### config.mk
export PLATFORM = sky130hd
export DESIGN_NAME = rx_scan_silo
export DESIGN_NICKNAME = d
export VERILOG_FILES = /design/src/rtl/rxs_pkg.sv /design/src/rtl/rxs_pick.sv /design/src/rtl/rxs_silo.sv /design/src/rtl/rx_scan_silo.sv
export SDC_FILE = /design/constraint.sdc
export NUM_CORES = 1
export LEC_CHECK = 0
export BUFFER_PORTS_ARGS = -buffer_cell sky130_fd_sc_hd__buf_2
export CAP_MARGIN = 40
export CORE_UTILIZATION = 56
export CTS_BUF_LIST = sky130_fd_sc_hd__clkbuf_4 sky130_fd_sc_hd__clkbuf_8 sky130_fd_sc_hd__clkbuf_16
export CTS_CLUSTER_DIAMETER = 60
export CTS_CLUSTER_SIZE = 28
export DETAILED_ROUTE_END_ITERATION = 12
export PLACE_DENSITY = 0.86
export RECOVER_POWER = 50
export SYNTH_ARGS = -nofsm -noshare
export SYNTH_HDL_FRONTEND = slang
export SYNTH_HIERARCHICAL = 1
export SYNTH_SLANG_ARGS = --single-unit
### constraint.sdc
create_clock -name clk -period 6.5 [get_ports clk]
set_clock_uncertainty 0.05 [all_clocks]
set_input_delay 0.975 -clock clk [delete_from_list [all_inputs] [get_ports clk]]
set_output_delay 0.975 -clock clk [all_outputs]
set_load 0.01 [all_outputs]
### src/rtl/rxs_pkg.sv
package rxs_pkg;
   localparam int WORD_W    = 16;
   localparam int CHAR_W    = 8;
   localparam int VALID_BIT = 15;
   localparam int FRAME_BIT = 13;
   localparam int LINE_LSB  = 8;
   localparam int ENAB_BIT  = 12;
   localparam int MAX_LINES = 8;
endpackage

### src/rtl/rxs_pick.sv
module rxs_pick #(
   parameter int N     = 8,
   parameter int IDX_W = 3
) (
   input  logic             clk,
   input  logic             rst_n,
   input  logic [N-1:0]     req,
   output logic [N-1:0]     grant,
   output logic [IDX_W-1:0] idx,
   output logic             any
);
   always_comb begin
      idx   = '0;
      any   = 1'b0;
      grant = '0;
      for (int i = N - 1; i >= 0; i--) begin
         if (req[i]) begin
            idx = IDX_W'(i);
            any = 1'b1;
         end
      end
      if (any) grant[idx] = 1'b1;
   end

   p_grant_onehot_r3: assert property (@(posedge clk) disable iff (!rst_n)
      $onehot0(grant) && ((grant & ~req) == '0));
endmodule

### src/rtl/rxs_silo.sv
module rxs_silo #(
   parameter int W     = 12,
   parameter int DEPTH = 64
) (
   input  logic         clk,
   input  logic         rst_n,
   input  logic         flush,
   input  logic         push,
   input  logic [W-1:0] din,
   input  logic         pop,
   output logic [W-1:0] dout,
   output logic         empty,
   output logic         full,
   output logic [$clog2(DEPTH+1)-1:0] count
);
   localparam int AW    = $clog2(DEPTH);
   localparam int CNT_W = $clog2(DEPTH + 1);

   if ((1 << AW) != DEPTH || DEPTH < 2) begin : g_bad_depth
      $error("rxs_silo: DEPTH must be a power of two, at least 2");
   end

   logic [W-1:0]  mem [DEPTH];
   logic [AW-1:0] wp, rp;

   assign empty = (count == '0);
   assign full  = (count == CNT_W'(DEPTH));
   assign dout  = mem[rp];

   always_ff @(posedge clk) begin
      if (push && !flush) mem[wp] <= din;
   end

   always_ff @(posedge clk or negedge rst_n) begin
      if (!rst_n) begin
         wp    <= '0;
         rp    <= '0;
         count <= '0;
      end else if (flush) begin
         wp    <= '0;
         rp    <= '0;
         count <= '0;
      end else begin
         if (push) wp <= wp + 1'b1;
         if (pop)  rp <= rp + 1'b1;
         case ({push, pop})
            2'b10:   count <= count + 1'b1;
            2'b01:   count <= count - 1'b1;
            default: count <= count;
         endcase
      end
   end

   p_no_overflow_r12: assert property (@(posedge clk) disable iff (!rst_n)
      full |-> !push);
   p_pop_one_r11: assert property (@(posedge clk) disable iff (!rst_n)
      (pop && !push && !flush) |=> (count == $past(count) - 1'b1));
endmodule

### src/rtl/rx_scan_silo.sv
module rx_scan_silo
   import rxs_pkg::*;
#(
   parameter int NLINES      = 8,
   parameter int SILO_DEPTH  = 64,
   parameter int ALARM_LEVEL = 16
) (
   input  logic                       clk,
   input  logic                       rst_n,
   input  logic [NLINES-1:0]          line_stb,
   input  logic [NLINES*CHAR_W-1:0]   line_char,
   input  logic [NLINES-1:0]          line_brk,
   input  logic                       lp_we,
   input  logic [WORD_W-1:0]          lp_wdata,
   input  logic                       ctl_we,
   input  logic                       ctl_mse,
   input  logic                       ctl_rie,
   input  logic                       ctl_sae,
   input  logic                       ctl_clr,
   input  logic                       rd_stb,
   output logic [WORD_W-1:0]          rx_word,
   output logic                       scan_on,
   output logic                       rcv_done,
   output logic                       silo_alarm,
   output logic                       rx_irq,
   output logic                       silo_ovf
);
   localparam int LINE_W = (NLINES > 1) ? $clog2(NLINES) : 1;
   localparam int ENT_W  = 1 + LINE_W + CHAR_W;
   localparam int CNT_W  = $clog2(SILO_DEPTH + 1);

   if (NLINES < 2 || NLINES > MAX_LINES) begin : g_bad_lines
      $error("rx_scan_silo: NLINES out of range");
   end
   if (ALARM_LEVEL < 1 || ALARM_LEVEL > SILO_DEPTH) begin : g_bad_alarm
      $error("rx_scan_silo: ALARM_LEVEL must lie within the silo depth");
   end

   // control bits
   logic mse_q, rie_q, sae_q;
   always_ff @(posedge clk or negedge rst_n) begin
      if (!rst_n) begin
         mse_q <= 1'b0; rie_q <= 1'b0; sae_q <= 1'b0;
      end else if (ctl_clr) begin
         mse_q <= 1'b0; rie_q <= 1'b0; sae_q <= 1'b0;
      end else if (ctl_we) begin
         mse_q <= ctl_mse; rie_q <= ctl_rie; sae_q <= ctl_sae;
      end
   end

   // silo and arbiter wiring
   logic [NLINES-1:0]  hold_v;
   logic [CHAR_W-1:0]  hold_c [NLINES];
   logic [NLINES-1:0]  hold_b;
   logic [NLINES-1:0]  en_q;
   logic [NLINES-1:0]  drop;
   logic [NLINES-1:0]  grant;
   logic [LINE_W-1:0]  pick_idx;
   logic               pick_any;
   logic               s_empty, s_full, s_pop;
   logic [ENT_W-1:0]   s_din, s_dout;
   logic [CNT_W-1:0]   s_count;

   wire [LINE_W-1:0] lp_line = lp_wdata[LINE_W-1:0];
   wire unused_lp = ^{lp_wdata[WORD_W-1:ENAB_BIT+1], lp_wdata[ENAB_BIT-1:LINE_W]};

   // per-line holding slot and receive enable
   for (genvar gi = 0; gi < NLINES; gi++) begin : g_line
      wire cap = line_stb[gi] & en_q[gi] & mse_q;
      assign drop[gi] = cap & hold_v[gi] & ~grant[gi];

      always_ff @(posedge clk or negedge rst_n) begin
         if (!rst_n) begin
            en_q[gi] <= 1'b0;
         end else if (ctl_clr) begin
            en_q[gi] <= 1'b0;
         end else if (lp_we && lp_line == LINE_W'(gi)) begin
            en_q[gi] <= lp_wdata[ENAB_BIT];
         end
      end

      always_ff @(posedge clk or negedge rst_n) begin
         if (!rst_n) begin
            hold_v[gi] <= 1'b0;
            hold_b[gi] <= 1'b0;
            hold_c[gi] <= '0;
         end else if (ctl_clr) begin
            hold_v[gi] <= 1'b0;
         end else if (cap && !drop[gi]) begin
            hold_v[gi] <= 1'b1;
            hold_b[gi] <= line_brk[gi];
            hold_c[gi] <= line_brk[gi] ? '0 : line_char[gi*CHAR_W +: CHAR_W];
         end else if (grant[gi]) begin
            hold_v[gi] <= 1'b0;
         end
      end
   end

   rxs_pick #(.N(NLINES), .IDX_W(LINE_W)) u_pick (
      .clk   (clk),
      .rst_n (rst_n),
      .req   (s_full ? '0 : hold_v),
      .grant (grant),
      .idx   (pick_idx),
      .any   (pick_any)
   );

   assign s_din = {hold_b[pick_idx], pick_idx, hold_c[pick_idx]};
   assign s_pop = rd_stb & mse_q & ~s_empty & ~ctl_clr;

   rxs_silo #(.W(ENT_W), .DEPTH(SILO_DEPTH)) u_silo (
      .clk   (clk),
      .rst_n (rst_n),
      .flush (ctl_clr),
      .push  (pick_any & ~ctl_clr),
      .din   (s_din),
      .pop   (s_pop),
      .dout  (s_dout),
      .empty (s_empty),
      .full  (s_full),
      .count (s_count)
   );

   // one-shot alarm
   logic armed_q, sa_q, ovf_q;
   always_ff @(posedge clk or negedge rst_n) begin
      if (!rst_n) begin
         armed_q <= 1'b1;
         sa_q    <= 1'b0;
      end else if (ctl_clr) begin
         armed_q <= 1'b1;
         sa_q    <= 1'b0;
      end else if (!mse_q) begin
         sa_q    <= 1'b0;
      end else if (rd_stb) begin
         sa_q    <= 1'b0;
         if (s_empty) armed_q <= 1'b1;
      end else if (armed_q && s_count >= CNT_W'(ALARM_LEVEL)) begin
         sa_q    <= 1'b1;
         armed_q <= 1'b0;
      end
   end

   always_ff @(posedge clk or negedge rst_n) begin
      if (!rst_n)       ovf_q <= 1'b0;
      else if (ctl_clr) ovf_q <= 1'b0;
      else if (|drop)   ovf_q <= 1'b1;
   end

   // outputs
   always_comb begin
      rx_word = '0;
      if (mse_q && !s_empty) begin
         rx_word[VALID_BIT]               = 1'b1;
         rx_word[FRAME_BIT]               = s_dout[ENT_W-1];
         rx_word[LINE_LSB +: LINE_W]      = s_dout[CHAR_W +: LINE_W];
         rx_word[CHAR_W-1:0]              = s_dout[CHAR_W-1:0];
      end
   end

   assign scan_on    = mse_q;
   assign rcv_done   = mse_q & ~s_empty;
   assign silo_alarm = sa_q;
   assign rx_irq     = rie_q & (sae_q ? sa_q : rcv_done);
   assign silo_ovf   = ovf_q;

   p_alarm_once_r5: assert property (@(posedge clk) disable iff (!rst_n)
      (mse_q && !ctl_clr && !rd_stb && armed_q && s_count >= CNT_W'(ALARM_LEVEL))
      |=> (silo_alarm && !armed_q));
   p_rearm_r6: assert property (@(posedge clk) disable iff (!rst_n)
      (rd_stb && mse_q && s_empty && !ctl_clr) |=> (armed_q && !silo_alarm));
   p_irq_gate_r8: assert property (@(posedge clk) disable iff (!rst_n)
      rx_irq |-> (rie_q && (silo_alarm || rcv_done)));
   p_clear_r10: assert property (@(posedge clk) disable iff (!rst_n)
      ctl_clr |=> (!scan_on && s_empty && !silo_ovf && en_q == '0));
endmodule

Word-level counts from Yosys, hierarchy flattened

Memories as Yosys holds them, arrays and structs flattened.
Index checks and enable logic that the tools add are counted.
W data, S select, Z words.

Magnitude comparators: 4
$add $sub $neg: 4
Reductions and logical operators: 65
Eq/ne operators: 12
Mux-type cells: 102
Bitwise operators: 49

Operators by type and width:

| operator              | number |
|---|---|
| $mux W8               | 12 |
| $mux W1               | 72 |
| $and A1 B1 Y1         | 38 |
| $reduce_bool A3 Y1    | 10 |
| $reduce_bool A2 Y1    | 13 |
| $bmux W8 S3           | 1 |
| $mux W3               | 8 |
| $mux W6               | 4 |
| $logic_and A1 B1 Y1   | 20 |
| $reduce_and A2 Y1     | 8 |
| $pmux W7 S2           | 1 |
| $add A6 B1 Y6 const B | 2 |
| $eq A3 B3 Y1 const B  | 4 |
| $mux W11              | 1 |
| $logic_not A1 Y1      | 10 |
| $not A1 Y1            | 10 |
| $reduce_or A8 Y1      | 1 |
| $add A7 B1 Y7 const B | 1 |
| $eq A7 B7 Y1 const B  | 1 |
| $ge A7 B5 Y1 const B  | 1 |
| $logic_not A7 Y1      | 1 |
| $mux W7               | 1 |
| $sub A7 B1 Y7 const B | 1 |
| $eq A3 B2 Y1 const B  | 2 |
| other kinds (13)      | 13 |

Memories kept: 1
Memory bits (writable): 768
Register bits after elaboration: 113
Input port bits: 105
Output and inout port bits: 21

Memories:

| memory     | words | width | rd ports | clocked after memory_dff | write ports | RTL line       | RTL |
|---|---|---|---|---|---|---|---|
| u_silo.mem | 64    | 12    | 1        | 0                        | 1           | rxs_silo.sv:23 | `logic [W-1:0] mem [DEPTH];` |

Longest topological paths before layout

Gate-level depths: netlist (run 1).

Word-level depth: 21
Depth in mapped cells: 16

Cells and area by module

The synthesis (run 1) kept the hierarchy.

By module, submodules not included:

| module       | area an instance (µm²) | times used | cells each |
|---|---|---|---|
| rxs_silo     | 30839.6                | 1          | 1581 |
| rx_scan_silo | 4834.6                 | 1          | 456 |
| rxs_pick     | 145.1                  | 1          | 25 |

Worst setup path before layout (run 1)

OpenSTA, ideal clock, no wires.

Path kind: reg-to-reg
Start point: register u_silo.count[1]
End point: memory u_silo.mem[0][0], data pin
Setup time: 351 ps
Path buffers: 3
Path slack: -284 ps
Clock period less this slack: 6784 ps
Data required time: 6099 ps
Arrival time: 6383 ps
Stages on the path, launching flop included: 12
Path through: dfrtp_1 -> clkbuf_1 -> or4_1 -> nor4b_1 -> nor2b_1 -> nor2_1 -> o21ai_0 -> a21boi_0 -> clkbuf_1 -> buf_2 -> mux4_1 -> mux2_2

Cells in the longest elaborated chain, start to end: 14

Ends and longest elaborated chain:

| item                                         | RTL line            | RTL |
|---|---|---|
| from (decl)                                  | rxs_silo.sv:14      | `output logic [$clog2(DEPTH+1)-1:0] count` |
| from (signal assigned)                       | rxs_silo.sv:47      | `2'b10: count <= count + 1'b1;` |
| from (signal assigned)                       | rxs_silo.sv:48      | `2'b01: count <= count - 1'b1;` |
| from (signal assigned)                       | rxs_silo.sv:49      | `default: count <= count;` |
| $eq A7 B7 Y1 *                               | rxs_silo.sv:27      | `assign full = (count == CNT_W'(DEPTH));` |
| via s_full                                   | rx_scan_silo.sv:60  | `logic s_empty, s_full, s_pop;` |
| $mux W8 *                                    | rx_scan_silo.sv:102 | `.req (s_full ? '0 : hold_v),` |
| $mux W3 (7 in a row)                         | rxs_pick.sv:17      | `if (req[i]) begin` |
| $mux W3 *                                    | rxs_pick.sv:17      |  |
| via pick_idx[1]                              | rx_scan_silo.sv:58  | `logic [LINE_W-1:0] pick_idx;` |
| $not A3 Y4 (implied by the code) *           | rx_scan_silo.sv:108 | `assign s_din = {hold_b[pick_idx], pick_idx, hold_c[pick_idx]};` |
| $bmux W8 S3 *                                | rx_scan_silo.sv:108 |  |
| $mux W8 (implied by the code) * (2 in a row) | rx_scan_silo.sv:108 |  |
| via s_din[0]                                 | rx_scan_silo.sv:61  | `logic [ENT_W-1:0] s_din, s_dout;` |
| to (decl)                                    | rxs_silo.sv:23      |  |

Mark *: on every way through the listed nets, which the timed path passes. The rest lies on a longest branch. The select of a mux whose other input is x is not followed.

Worst setup path in the final report (run 1)

Start point: register u_silo.count[3]
End point: memory u_silo.mem[16][4], data pin

The elaborated chain is that of the path after synthesis.

==> flow_summary.json, run 1 <==
{
  "grt.total_usage_pct": 26.5,
  "outcome": "finished with violations",
  "holdPathEnd": "hold_c[24]",
  "grt_overflow": 0,
  "post-cts-setup-buffers": 0,
  "clk_path_buf_depth": 3,
  "root_buffer": "clkbuf_16",
  "timing_max_transition_violations_final": 231,
  "fin_crit_sh_pct": 83.3,
  "cts_resized": 0,
  "wl_um": 85000,
  "reg2reg_slack_ns": 1.09,
  "final_nets": 2312,
  "hp-class": "reg2reg",
  "async_flop_share_pct": 12.8,
  "final.setup.tns_ns": 0,
  "drcViolationCount": 0,
  "die_h_um": 255,
  "die_w_um": 255,
  "worst-path-max-fanout": 36,
  "timing.fmax_ghz": 0.185,
  "hold_depth": 2,
  "hpwl_um": 54200,
  "crit_type": "reg2reg",
  "crit_start": "u_silo/count[3]",
  "power_density_mw_per_mm2": 246,
  "synth_cells": 2062,
  "viasPerCell": 6.57,
  "yosys.area_share.simple_pct": 5.47,
  "path_clk_slew_ns": 0.09,
  "worstSetupEndpointType": "flip-flop",
  "synth_edf_count": 768,
  "slew_headroom_pct": -69.2,
  "netlist_area_mm2": 0.0358,
  "hold_buffers": 0,
  "synthAdderAreaFrac_pct": 0.140,
  "multi_input_area_mm2": 0.00913,
  "synth_seq_cells": 881,
  "synth-xor-area-share_pct": 0.318,
  "p_leak_nw": 13.4,
  "period_needed_ns": 5.41,
  "final_antenna_net_count": 0,
  "required_ns": 6.76,
  "antenna_found_initial": 1,
  "max_cap_viol_count": 5,
  "die_area_mm2": 0.0650,
  "fill_cells": 4308,
  "first_pass_iters": 6,
  "reg2regPathDepth": 10,
  "worst_pin_slew_ns": 2.54,
  "arrival_ns": 5.68,
  "grt_pass1_vias": 20300,
  "irDropWorstVdd_mv": 0.214,
  "r2r_end": "u_silo/mem[16][4]",
  "synthMuxAreaShare_pct": 13.7,
  "vias": 20300,
  "htree_levels": 2,
  "drive_gt1_share_pct": 17.7,
  "rows": 92,
  "tritoncts": "yes",
  "grt_max_degree": 85,
  "clock-sinks": 881,
  "coreArea_mm2": 0.0631,
  "clk_latency_ns": 0.63,
  "drt_iter0_markers": 2576,
  "final-setup-viol-count": 0,
  "start_util_pct": 56.8,
  "yosys_most_used_dff": "edfxtp_1",
  "gp_congestion": 0.865,
  "synth_top_family_by_area": "multiplexers",
  "syn_avg_cell_area_um2": 17.4,
  "seq_area_mm2": 0.0259,
  "grt_pass1_wl_um": 126000,
  "min_from": "hold_c[24]",
  "synth_cell_types": 64,
  "setup.worst_path.start_class": "flip-flop",
  "avgRoutedWirePerCell_um": 27.6,
  "yosys_warnings": 6,
  "synthToLayoutAreaGrowth_pct": 9.25,
  "reg2reg_from": "u_silo/count[3]",
  "finalHoldViolations": 0,
  "violations": "max-capacitance violations, max-slew violations",
  "synth-compound-area-share_pct": 5.92,
  "whs_ns": 0.426,
  "cts_buffers": 46,
  "rsz0062_at_grt": "no",
  "yosysSeqAreaShare_pct": 72.3,
  "io_pins": 126,
  "diodes": 0,
  "io_buffers": 110
}
through the flow:
| step | cells | area, um^2 | power (mW) | utilization (%) | setup WS [ns] |
|---|---|---|---|---|---|
| after global placement | 2930 | 37100 | 6.38 | 58.8 | 1.56 |
| after floorplan | 2064 | 35800 | 6.31 | - | 0.640 |
| after CTS | 3083 | 39400 | 9.66 | 62.4 | 1.44 |
| final | 3084 | 39100 | 9.62 | 62.0 | 1.09 |
| after global routing | 3084 | 39100 | 9.86 | 62.0 | 0.848 |
| after detailed placement | 3000 | 37800 | 6.40 | 60.0 | 1.61 |
how the worst max path moves through the flow:
stage	cells past startpoint	endpoint	slack, ns
2_1_floorplan	11	u_silo/mem[0][0]	0.64
3_3_place_gp	10	u_silo/mem[17][3]	1.56
3_5_place_dp	10	u_silo/mem[55][1]	1.61
4_1_cts	9	rx_word[3]	1.44
5_1_grt	10	u_silo/mem[60][7]	0.85
6_report	10	u_silo/mem[16][4]	1.09
cells in the mapped netlist, types with 27 or more instances:
| library cell | count | share of area [%] |
|---|---|---|
| a221oi_1 | 48 | 1.2 |
| o22ai_1 | 27 | 0.47 |
| nand2b_1 | 67 | 1.2 |
| mux2i_1 | 202 | 5.6 |
| clkbuf_1 | 67 | 0.70 |
| o21ai_0 | 93 | 1.3 |
| mux4_2 | 99 | 6.2 |
| edfxtp_1 | 768 | 64 |
| nand2_1 | 95 | 1.0 |
| dfrtp_1 | 112 | 7.8 |
| nor2_1 | 106 | 1.1 |
| a21oi_1 | 40 | 0.56 |
critical path: stages, from the launching register on:
cell      delay [ns]
dfrtp_1         0.46
or4_1           0.61
nor4b_1         0.31
clkbuf_1        0.32
nor2b_1         0.15
nand2b_1        0.17
a221o_2         0.39
a21oi_4         0.64
mux4_1          0.70
mux2_1          0.75
buf_4           0.49
metal layers:
layer | part of all wire (%) | global-route usage [%] | up-vias
met3 | 11 | 5.55 | 221
met2 | 48 | 43.0 | 1354
met4 | 3.8 | 9.31 | 0
met1 | 37 | 35.7 | 10200
li1 | - | - | 8443
met5 | 0 | 0 | -
final cells by class:
cell class | count | share of cell area [%]
Multi-Input combinational cell | 1050 | 23.3
Timing Repair Buffer | 219 | 3.72
Tap cell | 846 | 2.70
Inverter | 5 | 0.0480
Sequential cell | 881 | 66.2
Clock inverter | 31 | 0.882
Clock buffer | 52 | 3.12
placed cells by master, fill, tap and decap left out, drive strengths merged, types with 22 or more instances in the layout:
cell / instances
a211oi: 24
a21oi: 41
a221oi: 55
buf: 176
clkbuf: 95
dfrtp: 112
edfxtp: 768
inv: 22
mux2i: 202
mux4: 117
nand2: 95
nand2b: 67
nor2: 106
o21ai: 106
o221ai: 24
o22ai: 27
state kept, by name, summed over array words and instances (netlist names), 6 cells and up:
| register | flops |
|---|---|
| en_q | 8 |
| u_silo/wp | 6 |
| hold_v | 8 |
| u_silo/mem | 768 |
| u_silo/rp | 6 |
| hold_b | 8 |
| u_silo/count | 7 |
| hold_c | 64 |
power by group:
| group | total (mW) | internal, mW | leakage [nW] | switching [mW] |
|---|---|---|---|---|
| logic | 0.154 | 0.0539 | 3.29 | 0.0999 |
| clock network | 3.35 | 1.46 | 0.773 | 1.89 |
| registers | 6.11 | 6.10 | 9.32 | 0.0103 |
| total | 9.62 | 7.61 | 13.4 | 2.00 |
kinds of logic (layout without fill, tap and decap cells):
logic type,Yosys count,in the layout
xor+xnor,13,13
mux,335,335
other cells,1,3
simple gates,381,381
flops,881,881
compound gates,314,314
fa+ha+maj,4,4
buf+inv,133,307
Note: power is estimated with default switching activity, not from simulation.
==> run 2, diff against run 1 <==
Settings changed: CORE_UTILIZATION 56 to 60, PLACE_DENSITY 0.86 to 0.88.
Clock period 6.5 ns to 5.4 ns, I/O delays scaled along.
==> run 2 against run 1 <==
The run still ends with max-capacitance violations, max-slew violations left. Final cell count down 2.1%. Critical path depth is 2 lower. Combinational power up 21%. Worst hold slack got worse by 0.081 ns.
==> flow_summary.json, run 2 (synthesis gave the netlist of run 1 again) <==
{
  "outcome": "finished with violations",
  "hpwl_um": 53600,
  "irDropWorstVdd_mv": 0.253,
  "vias": 20200,
  "arrival_ns": 4.29,
  "hp-class": "in2reg",
  "final_antenna_net_count": 0,
  "p_leak_nw": 13.4,
  "regMostFlops": "u_silo/mem",
  "whs_ns": 0.346,
  "clk_path_buf_depth": 3,
  "synthToLayoutAreaGrowth_pct": 9.30,
  "layout_commonest_cell": "edfxtp_1",
  "start_util_pct": 60.7,
  "grt_overflow": 0,
  "reg_top3": "u_silo/mem x768, hold_c x64",
  "cts_resized": 0,
  "power_density_mw_per_mm2": 300,
  "place_area_mm2": 0.0377,
  "slew_headroom_pct": -141,
  "coreArea_mm2": 0.0590,
  "first_pass_iters": 8,
  "htree_levels": 2,
  "finalNonFillerCells": 3020,
  "tritoncts": "yes",
  "dp.cells": 2931,
  "finalHoldViolations": 0,
  "highest_layer": "met5",
  "final_nets": 2318,
  "timing_max_transition_violations_final": 70,
  "drt_iter0_markers": 2811,
  "fill_cells": 3663,
  "final.setup.tns_ns": 0,
  "die_w_um": 246,
  "dr_wl_met2_um": 40500,
  "required_ns": 4.54,
  "pre_cts_ws_ns": 0.689,
  "final-setup-viol-count": 0,
  "rows": 89,
  "utilization_pct": 66.3,
  "grt_pass1_wl_um": 123000,
  "wl_um": 83400,
  "worst_pin_slew_ns": 3.62,
  "die_area_mm2": 0.0607,
  "fin_crit_sh_pct": 95.3,
  "violations": "max-capacitance violations, max-slew violations",
  "io_pins": 126,
  "root_buffer": "clkbuf_16",
  "viasPerCell": 6.68,
  "drive_gt1_share_pct": 18.0,
  "worst-path-max-fanout": 33,
  "hold_buffers": 0,
  "drcViolationCount": 0,
  "multi_input_area_mm2": 0.00913,
  "gp_congestion": 0.935,
  "grt.total_usage_pct": 27.8,
  "finalPower_mw": 11.8,
  "clock-sinks": 881,
  "clk_latency_ns": 0.64,
  "layout_common_cells": "768 x edfxtp_1, 202 x mux2i_1, 108 x dfrtp_1",
  "max_cap_viol_count": 1,
  "period_needed_ns": 5.15,
  "wl_met3_um": 10200,
  "crit_type": "reg2out",
  "rsz0062_at_grt": "no",
  "io_buffers": 110,
  "seq_area_mm2": 0.0259,
  "cts_buffers": 48,
  "worstSetupEndpointType": "output pin",
  "setup.worst_path.start_class": "flip-flop",
  "setup_ws_ns": 0.255,
  "die_h_um": 246,
  "antenna_found_initial": 2,
  "fin_area_mm2": 0.0392,
  "diodes": 0,
  "timing.fmax_ghz": 0.194,
  "grt_max_degree": 70,
  "path_clk_slew_ns": 0.09,
  "post-cts-setup-buffers": 0,
  "avgRoutedWirePerCell_um": 27.6,
  "wl_met1_um": 29500,
  "grt_pass1_vias": 20100,
  "largest_reg_flops": 768
}
## run 2: cell count changes in the layout (fill, tap and decap cells not counted), sizes merged
| cell | before | now |
|---|---|---|
| bufinv | 0 | 1 |
| inv | 22 | 26 |
| clkinv | 14 | 12 |
| buf | 176 | 175 |
| clkbuf | 95 | 102 |
## run 2: final timing paths
kind / start / depth (start not counted) / to / slack, ns
hold / removal: rd_stb / 2 / silo_alarm / 0.35
setup reg to reg: u_silo/count[3] / 10 / u_silo/mem[11][2] / 0.45
hold reg to reg: hold_c[50] / 2 / hold_c[50] / 0.44
min in group asynchronous: rst_n / 1 / hold_c[62] / 1.38
setup / recovery: u_silo/rp[2] / 8 / rx_word[2] / 0.25
max in group asynchronous: rst_n / 2 / u_silo/rp[1] / 1.21
## run 2: final cells by class
class,instances,area share [%]
sequential,881,66.2
multi-input combinational,1050,23.3
timing repair buffer,223,3.73
clock buffer,54,3.23
tap,773,2.47
clock inverter,34,1.04
inverter,5,0.0479
## run 2: metal layers
layer,vias to the layer above,track usage (%)
met5,-,0
met4,2,9.80
met1,10100,36.6
met3,226,7.04
li1,8481,-
met2,1392,45.4
## run 2: power breakdown
group | switching [mW] | leakage, nW | internal (mW)
Combinational | 0.119 | 3.28 | 0.0673
Sequential | 0.0128 | 9.32 | 7.35
Clock | 2.34 | 0.822 | 1.88
## run 2: worst max-delay path, cell delays in order, from the launching register on
cell and delay (ns):
dfrtp_2 0.96, nand3_1 0.58, buf_4 0.41, o221ai_1 0.27
a21oi_1 0.10, a221oi_1 0.76, a21o_1 0.26, and2_1 0.16
buf_2 0.13
